[src/rtl/msg_deframer.sv]
module msg_deframer #(
  parameter int WORD_BYTES = 4,
  parameter int CNT_W      = 16
) (
  input  logic                    clk,
  input  logic                    rst_n,
  input  logic                    rx_empty,
  input  logic [9:0]              rx_elem,
  output logic                    rx_adv,
  output logic                    word_valid,
  output logic [8*WORD_BYTES-1:0] word_data,
  output logic                    msg_done,
  output logic [3:0]              src_node,
  output logic [7:0]              msg_type,
  output logic [CNT_W-1:0]        word_count
);
  localparam int WORD_W = 8 * WORD_BYTES;
  localparam int IDX_W  = (WORD_BYTES > 1) ? $clog2(WORD_BYTES) : 1;
  localparam logic [IDX_W-1:0] LAST_IDX = IDX_W'(WORD_BYTES - 1);

  typedef enum logic [1:0] {ST_HDR, ST_TYPE, ST_DATA} state_t;
  state_t state;

  logic [IDX_W-1:0]  byte_idx;
  logic [WORD_W-1:0] asm_q;
  logic [WORD_W-1:0] shifted;
  logic              is_data;

  assign rx_adv  = rst_n & ~rx_empty;
  assign is_data = (rx_elem[9:8] == 2'b00);
  assign shifted = {rx_elem[7:0], asm_q[WORD_W-1:8]};

  always_ff @(posedge clk) begin
    if (!rst_n) begin
      state      <= ST_HDR;
      byte_idx   <= '0;
      asm_q      <= '0;
      word_valid <= 1'b0;
      word_data  <= '0;
      msg_done   <= 1'b0;
      src_node   <= '0;
      msg_type   <= '0;
      word_count <= '0;
    end else begin
      word_valid <= 1'b0;
      msg_done   <= 1'b0;
      if (rx_adv) begin
        unique case (state)
          ST_HDR: begin
            src_node <= rx_elem[7:4];
            state    <= ST_TYPE;
          end
          ST_TYPE: begin
            msg_type   <= rx_elem[7:0];
            word_count <= '0;
            byte_idx   <= '0;
            state      <= ST_DATA;
          end
          ST_DATA: begin
            if (is_data) begin
              asm_q <= shifted;
              if (byte_idx == LAST_IDX) begin
                word_data  <= shifted;
                word_valid <= 1'b1;
                word_count <= word_count + 1'b1;
                byte_idx   <= '0;
              end else begin
                byte_idx <= byte_idx + 1'b1;
              end
            end else begin
              msg_done <= 1'b1;
              state    <= ST_HDR;
            end
          end
          default: state <= ST_HDR;
        endcase
      end
    end
  end


  done_single_chk: assert property (@(posedge clk) disable iff (!rst_n)
    msg_done |=> !msg_done);


  done_word_excl_chk: assert property (@(posedge clk) disable iff (!rst_n)
    !(msg_done && word_valid));


  done_after_read_chk: assert property (@(posedge clk) disable iff (!rst_n)
    msg_done |-> $past(rx_adv));


  word_single_chk: assert property (@(posedge clk) disable iff (!rst_n)
    word_valid |=> !word_valid);


  count_step_chk: assert property (@(posedge clk) disable iff (!rst_n)
    word_valid |-> word_count == $past(word_count) + 1'b1);


  no_read_empty_chk: assert property (@(posedge clk)
    rx_empty |-> !rx_adv);
endmodule

[config.mk]
export PLATFORM = sky130hd
export DESIGN_NAME = msg_deframer
export DESIGN_NICKNAME = d
export VERILOG_FILES = /design/src/rtl/msg_deframer.sv
export SDC_FILE = /design/constraint.sdc
export NUM_CORES = 1
export LEC_CHECK = 0
export BUFFER_PORTS_ARGS = -buffer_cell sky130_fd_sc_hd__buf_2
export CORE_ASPECT_RATIO = 2
export CORE_UTILIZATION = 45
export CTS_CLUSTER_SIZE = 12
export DETAILED_ROUTE_END_ITERATION = 6
export GPL_ROUTABILITY_DRIVEN = 0
export PLACE_DENSITY = 0.71
export SLEW_MARGIN = 40
export SYNTH_ARGS = -nofsm -noshare
export SYNTH_HDL_FRONTEND = slang
export SYNTH_SLANG_ARGS = --single-unit
[constraint.sdc]
create_clock -name clk -period 1.8 [get_ports clk]
set_clock_uncertainty 0.15 [all_clocks]
set_input_delay 0 -clock clk [delete_from_list [all_inputs] [get_ports clk]]
set_output_delay 0 -clock clk [all_outputs]
set_load 0.1 [all_outputs]
==> results of run 1 <==
## cells in the final DEF (no fill, tap or decap), types with 12 or more instances in the layout
cell	netlist	final
buf_4	0	21
buf_2	11	74
a21boi_1	14	18
dlygate4sd3_1	0	12
a21boi_0	21	17
dfxtp_4	0	13
dfxtp_1	90	72
nand2_1	135	135
o21ai_0	36	36
## final cells by class
type | instances | area, sq um
fill | 676 | 2730
sequential | 90 | 1860
multi-input combinational | 295 | 1740
timing repair buffer | 113 | 742
clock buffer | 12 | 278
tap | 94 | 118
clock inverter | 4 | 70.1
inverter | 3 | 13.8
## cell families after synthesis
group | after synthesis | share of synthesized area
AOI/OAI and AO/OA | 98 | 0.176
buffers and inverters | 30 | 0.0381
adders and majority gates | 2 | 0.00712
muxes | 6 | 0.0171
and+or+nand+nor | 187 | 0.247
xor gates and xnor gates | 1 | 0.00249
DFF | 90 | 0.513
## registers in the layout, summed over array words and instances, names as in the netlist
name	cells
asm_q	24
byte_idx	2
msg_done	1
msg_type	8
src_node	4
state	2
word_count	16
word_data	32
word_valid	1
## power by group
part           internal [uW]  switching (uW)  total (uW)  leakage [uW]
Clock                   1370             753        2120      0.000174
Sequential              1990            11.9        2000      0.000739
Combinational           95.2             209         304      0.000969
## synthesized netlist by cell type, types with 2 or more instances
| master | n | area [sq um] |
|---|---|---|
| a21boi_1 | 14 | 105 |
| o31ai_1 | 10 | 75.1 |
| and4_1 | 2 | 17.5 |
| ha_1 | 2 | 25.0 |
| a21oi_1 | 15 | 75.1 |
| dfxtp_1 | 90 | 1800 |
| or4_1 | 10 | 75.1 |
| o21ai_0 | 36 | 180 |
| and2b_1 | 2 | 15.0 |
| nand4_1 | 3 | 18.8 |
| mux2i_1 | 6 | 60.1 |
| nand2_1 | 135 | 507 |
| inv_1 | 2 | 7.51 |
| and2_1 | 2 | 12.5 |
| buf_2 | 11 | 55.1 |
| clkbuf_1 | 15 | 56.3 |
| a21boi_0 | 21 | 158 |
| nor2b_1 | 9 | 56.3 |
| nand3_1 | 4 | 20.0 |
| nand2b_1 | 3 | 18.8 |
| or3_1 | 3 | 18.8 |
| and3b_1 | 2 | 17.5 |
| nor3_1 | 2 | 10.0 |
## final timing paths
check	slack (ns)	depth (start not counted)	to
min reg2reg	0.30	2	word_data[3]$_SDFFE_PN0P_
max	-0.04	5	word_count[11]$_SDFFE_PN0P_
max reg2reg	-0.04	5	word_count[11]$_SDFFE_PN0P_
min	0.04	3	state[1]$_SDFFE_PN0P_
## metrics by stage
step	instances	worst slack, ns	power (uW)	TNS (ns)	utilization
after CTS	608	-0.0582	4450	-0.114	0.623
after floorplan	414	0.00200	2240	0	-
after global placement	577	0.0169	2310	0	0.551
after global routing	611	-0.0713	4560	-0.653	0.638
after detailed placement	577	-0.0782	2310	-0.362	0.551
final	611	-0.0353	4430	-0.0939	0.638
## critical path: stages (launching register included)
cell and delay [ns]:
dfxtp_2 0.35, ha_4 0.14, and3b_2 0.25, o221ai_4 0.17, or4_4 0.56, a21oi_2 0.15
## metal layers
layer | GRT usage | up-vias | share of wire
met5 | 0 | - | 0
met4 | 0.136 | 0 | 0.036
met2 | 0.417 | 82 | 0.57
li1 | - | 1598 | -
met3 | 0.0531 | 24 | 0.034
met1 | 0.231 | 1506 | 0.36
## repair_timing
action                                 in CTS  in global routing
endpoints found under the hold margin      31                  0
setup buffers                               3                  2
setup endpoints to repair                  10                 36
cloned                                      0                  1
pin swaps                                   4                 15
hold buffers                               12                  0
resized for setup                          12                 24
==> flow_metrics.env, run 1 <==
export IMPL_max_freq_mhz=545
export IMPL_hp_class="in2reg"
export IMPL_clockBufferDepth=2
export IMPL_violations="setup timing"
export IMPL_syn2layout_area_growth_pct=37.1
export IMPL_clkTransAtPathRegs_ns=0.06
export IMPL_ys_seq_area_frac=0.513
export IMPL_route_detailed_drc=0
export IMPL_wl_mm=9.02
export IMPL_hold_ws_ns=0.0389
export IMPL_synth_distinct_cells=38
export IMPL_fin_ws_ns=-0.0353
export IMPL_ys_warn_count=0
export IMPL_grt_max_degree=57
export IMPL_netlist_area_sq_um=3510
export IMPL_num_vias=3210
export IMPL_dieWidth_um=64.5
export IMPL_irDropWorstVdd_mv=0.723
export IMPL_ys_ff_latch=90
export IMPL_synth_nets=429
export IMPL_worst_setup_path_start_kind="register"
export IMPL_relSlewSlack=0.635
export IMPL_outcome="finished, violations left"
export IMPL_fp_dieArea_sq_um=8180
export IMPL_tightest_slew_ns=0.551
export IMPL_setup_violations_final=4
export IMPL_post_drt_via_cell_ratio=5.25
export IMPL_drv_cap=0
export IMPL_drive_above_1_share=0.323
export IMPL_cts_buffers_inserted=9
export IMPL_cts_sinks=90
export IMPL_grt_pass1_wl_mm=14.3
export IMPL_worstSetupStartpoint="byte_idx[0]$_SDFFE_PN0P_"
export IMPL_syn_avg_cell_area_sq_um=8.48
export IMPL_powerDensity_nw_per_um2=920
export IMPL_dr_first_iter_drc_count=156
export IMPL_coreArea_sq_um=7540
export IMPL_hpwl_mm=6.16
export IMPL_end_kind="register"
export IMPL_io_buffers=75
export IMPL_place_area_sq_um=4160
export IMPL_postSynthCellCount=414
export IMPL_grt_ovfl_total=0
export IMPL_rsz0062_at_grt="yes"
export IMPL_fin_crit_sh=1.02
export IMPL_root_buffer="clkbuf_16"
export IMPL_io_pins=76
export IMPL_final_area_sq_um=4810
export IMPL_die_y_um=127
export IMPL_critPathMaxFanout=7
export IMPL_grt_usage=0.230
export IMPL_fin_crit_ns=1.84
export IMPL_antenna_found_initial=0
export IMPL_critPathArrivalTime_ns=1.95
export IMPL_std_cell_rows=45
export IMPL_grt_pass1_vias=3045
export IMPL_synth_edff_count=0
export IMPL_cp_required_ns=1.92
export IMPL_ys_flop_type="dfxtp_1"
export IMPL_firstDrtPassIters=4
export IMPL_r2r_start="byte_idx[0]$_SDFFE_PN0P_"
export IMPL_final_nets=527
export IMPL_antennaDiodeCount=0
export IMPL_htree_num_levels=3
export IMPL_tritoncts="done"
export IMPL_hold_viol=0
export IMPL_path_class="reg2reg"
export IMPL_start_util=0.466
export IMPL_async_flop_share=0
export IMPL_ant_nets=0
export IMPL_min_from="rst_n"
export IMPL_slew_viol_final=0
export IMPL_wl_per_cell_um=14.8
export IMPL_clk_latency_ns=0.34
export IMPL_leakagePower_uw=0.00188
Power figures use the tool's default switching activity.
==> run 2, diff against run 1 <==
Settings changed: CORE_UTILIZATION 45 to 25, PLACE_DENSITY 0.71 to unset.
==> flow_metrics.env, run 2 (same netlist as run 1, synthesis figures left out) <==
export IMPL_outcome="finished, violations left"
export IMPL_violations="setup timing"
export IMPL_use_met2=0.272
export IMPL_final_cells=701
export IMPL_top_register="word_data"
export IMPL_met3_usage=0.0302
export IMPL_fin_crit_sh=1.02
export IMPL_top_regs="word_data (32), asm_q (24), word_count (16)"
export IMPL_drv_cap=0
export IMPL_worst_setup_path_start_kind="register"
export IMPL_grt_met1_usage=0.133
export IMPL_critPathArrivalTime_ns=1.94
export IMPL_hp_class="in2reg"
export IMPL_final_nets=525
export IMPL_antennaDiodeCount=0
export IMPL_place_ws_ns=-0.0729
export IMPL_cts_sinks=90
export IMPL_grt_ovfl_total=0
export IMPL_setup_violations_final=4
export IMPL_coreArea_sq_um=13600
export IMPL_clk_latency_ns=0.34
export IMPL_syn2layout_area_growth_pct=37.5
export IMPL_relSlewSlack=0.646
export IMPL_tritoncts="done"
export IMPL_final_cell_mix="nand2_1 (135), buf_2 (74), dfxtp_1 (73)"
export IMPL_end_kind="register"
export IMPL_root_buffer="clkbuf_16"
export IMPL_firstDrtPassIters=4
export IMPL_dr_first_iter_drc_count=86
export IMPL_grt_pass1_wl_mm=15.4
export IMPL_start_util=0.258
export IMPL_fin_ws_ns=-0.0344
export IMPL_crit_chain="ha_4 -> and3b_2 -> o221ai_4 -> or4_4 -> a21oi_2"
export IMPL_die_y_um=170
export IMPL_wl_per_cell_um=13.6
export IMPL_critPathMaxFanout=5
export IMPL_clockBufferDepth=2
export IMPL_path_class="reg2reg"
export IMPL_antenna_found_initial=0
export IMPL_drive_above_1_share=0.305
export IMPL_min_path_cells=4
export IMPL_num_vias=3117
export IMPL_fp_dieArea_sq_um=14600
export IMPL_grt_max_degree=49
export IMPL_io_buffers=75
export IMPL_final_common_cell="nand2_1"
export IMPL_dpl_cell_count=667
export IMPL_powerDensity_nw_per_um2=875
export IMPL_post_drt_via_cell_ratio=4.45
export IMPL_fillCellCount=1417
export IMPL_htree_num_levels=3
export IMPL_largest_register_ffs=32
export IMPL_grt_busiest_layer="met2"
export IMPL_grt_pass1_vias=3122
export IMPL_cp_required_ns=1.91
export IMPL_cts_buffers_inserted=9
export IMPL_hold_viol=0
export IMPL_max_stage_delay_ns=0.55
export IMPL_route_detailed_drc=0
export IMPL_leakagePower_uw=0.00184
export IMPL_grt_usage=0.135
export IMPL_multi_input_area_sq_um=1710
export IMPL_wl_mm=9.50
export IMPL_slowest_stage="or4_4"
export IMPL_irDropWorstVdd_mv=0.395
export IMPL_slew_viol_final=0
export IMPL_std_cell_rows=60
export IMPL_final_core_util=0.355
export IMPL_tightest_slew_ns=0.534
export IMPL_hpwl_mm=6.85
export IMPL_io_pins=76
export IMPL_ant_nets=0
export IMPL_fin_crit_ns=1.83
export IMPL_clkTransAtPathRegs_ns=0.07
export IMPL_dieWidth_um=85.8
export IMPL_max_freq_mhz=545
export IMPL_rsz0062_at_grt="yes"
export IMPL_seq_area_sq_um=1860
export IMPL_reg2regPathDepth=5
-- run 2: worst paths after layout --
| path | slack, ns | to | startpoint |
|---|---|---|---|
| worst max register to register | -0.03 | word_count[9]$_SDFFE_PN0P_ | byte_idx[0]$_SDFFE_PN0P_ |
| worst max-delay path | -0.03 | word_count[9]$_SDFFE_PN0P_ | byte_idx[0]$_SDFFE_PN0P_ |
| worst min-delay path | 0.29 | msg_type[3]$_SDFFE_PN0P_ | rx_elem[3] |
| worst min register to register | 0.30 | word_data[3]$_SDFFE_PN0P_ | asm_q[11]$_SDFFE_PN0P_ |
-- run 2: area by class of cell --
type,instances,share of cell area
timing repair buffer,111,0.149
sequential,90,0.384
multi-input combinational,295,0.353
clock inverter,7,0.0168
inverter,3,0.00233
tap,186,0.0482
clock buffer,9,0.0466
-- run 2: worst max-delay path, delay by kind of cell, from the launching register on --
| kind | cells | cell delay, ns |
|---|---|---|
| compound gates | 2 | 0.31 |
| fa+ha+maj | 1 | 0.13 |
| flops | 1 | 0.35 |
| simple gates | 2 | 0.81 |
-- run 2: through the flow --
| stage | hold slack, ns | instance area (sq um) | setup TNS, ns | total power (uW) |
|---|---|---|---|---|
| after floorplan | -0.0414 | 3590 | 0 | 2240 |
| after global placement | 0.0956 | 4260 | -0.0404 | 2310 |
| after detailed placement | 0.0983 | 4260 | -0.173 | 2320 |
| after CTS | 0.281 | 4720 | -0.00553 | 4280 |
| after global routing | 0.313 | 4830 | -0.340 | 4390 |
| final | 0.288 | 4830 | -0.0645 | 4230 |
-- run 2: what timing repair did --
action                                 4_1_cts  5_1_grt
pin swaps                                    1        8
endpoints found under the hold margin       31        0
cloned                                       0        1
setup endpoints to repair                   17       15
hold buffers                                13        0
buffers inserted                             1        3
resized for setup                            3       17
-- run 2: report_power, final --
group / switching (uW) / internal (uW) / leakage [uW] / total, uW
clock network: 819 / 1100 / 0.000149 / 1920
registers: 12.9 / 1990 / 0.000739 / 2000
logic: 209 / 99.1 / 0.000947 / 308
total: 1040 / 3190 / 0.00184 / 4230
-- run 2: routing by layer --
layer	routed length (um)	up-vias
met4	150	0
met5	0	-
met2	5490	58
met3	322	7
met1	3540	1454
li1	-	1598
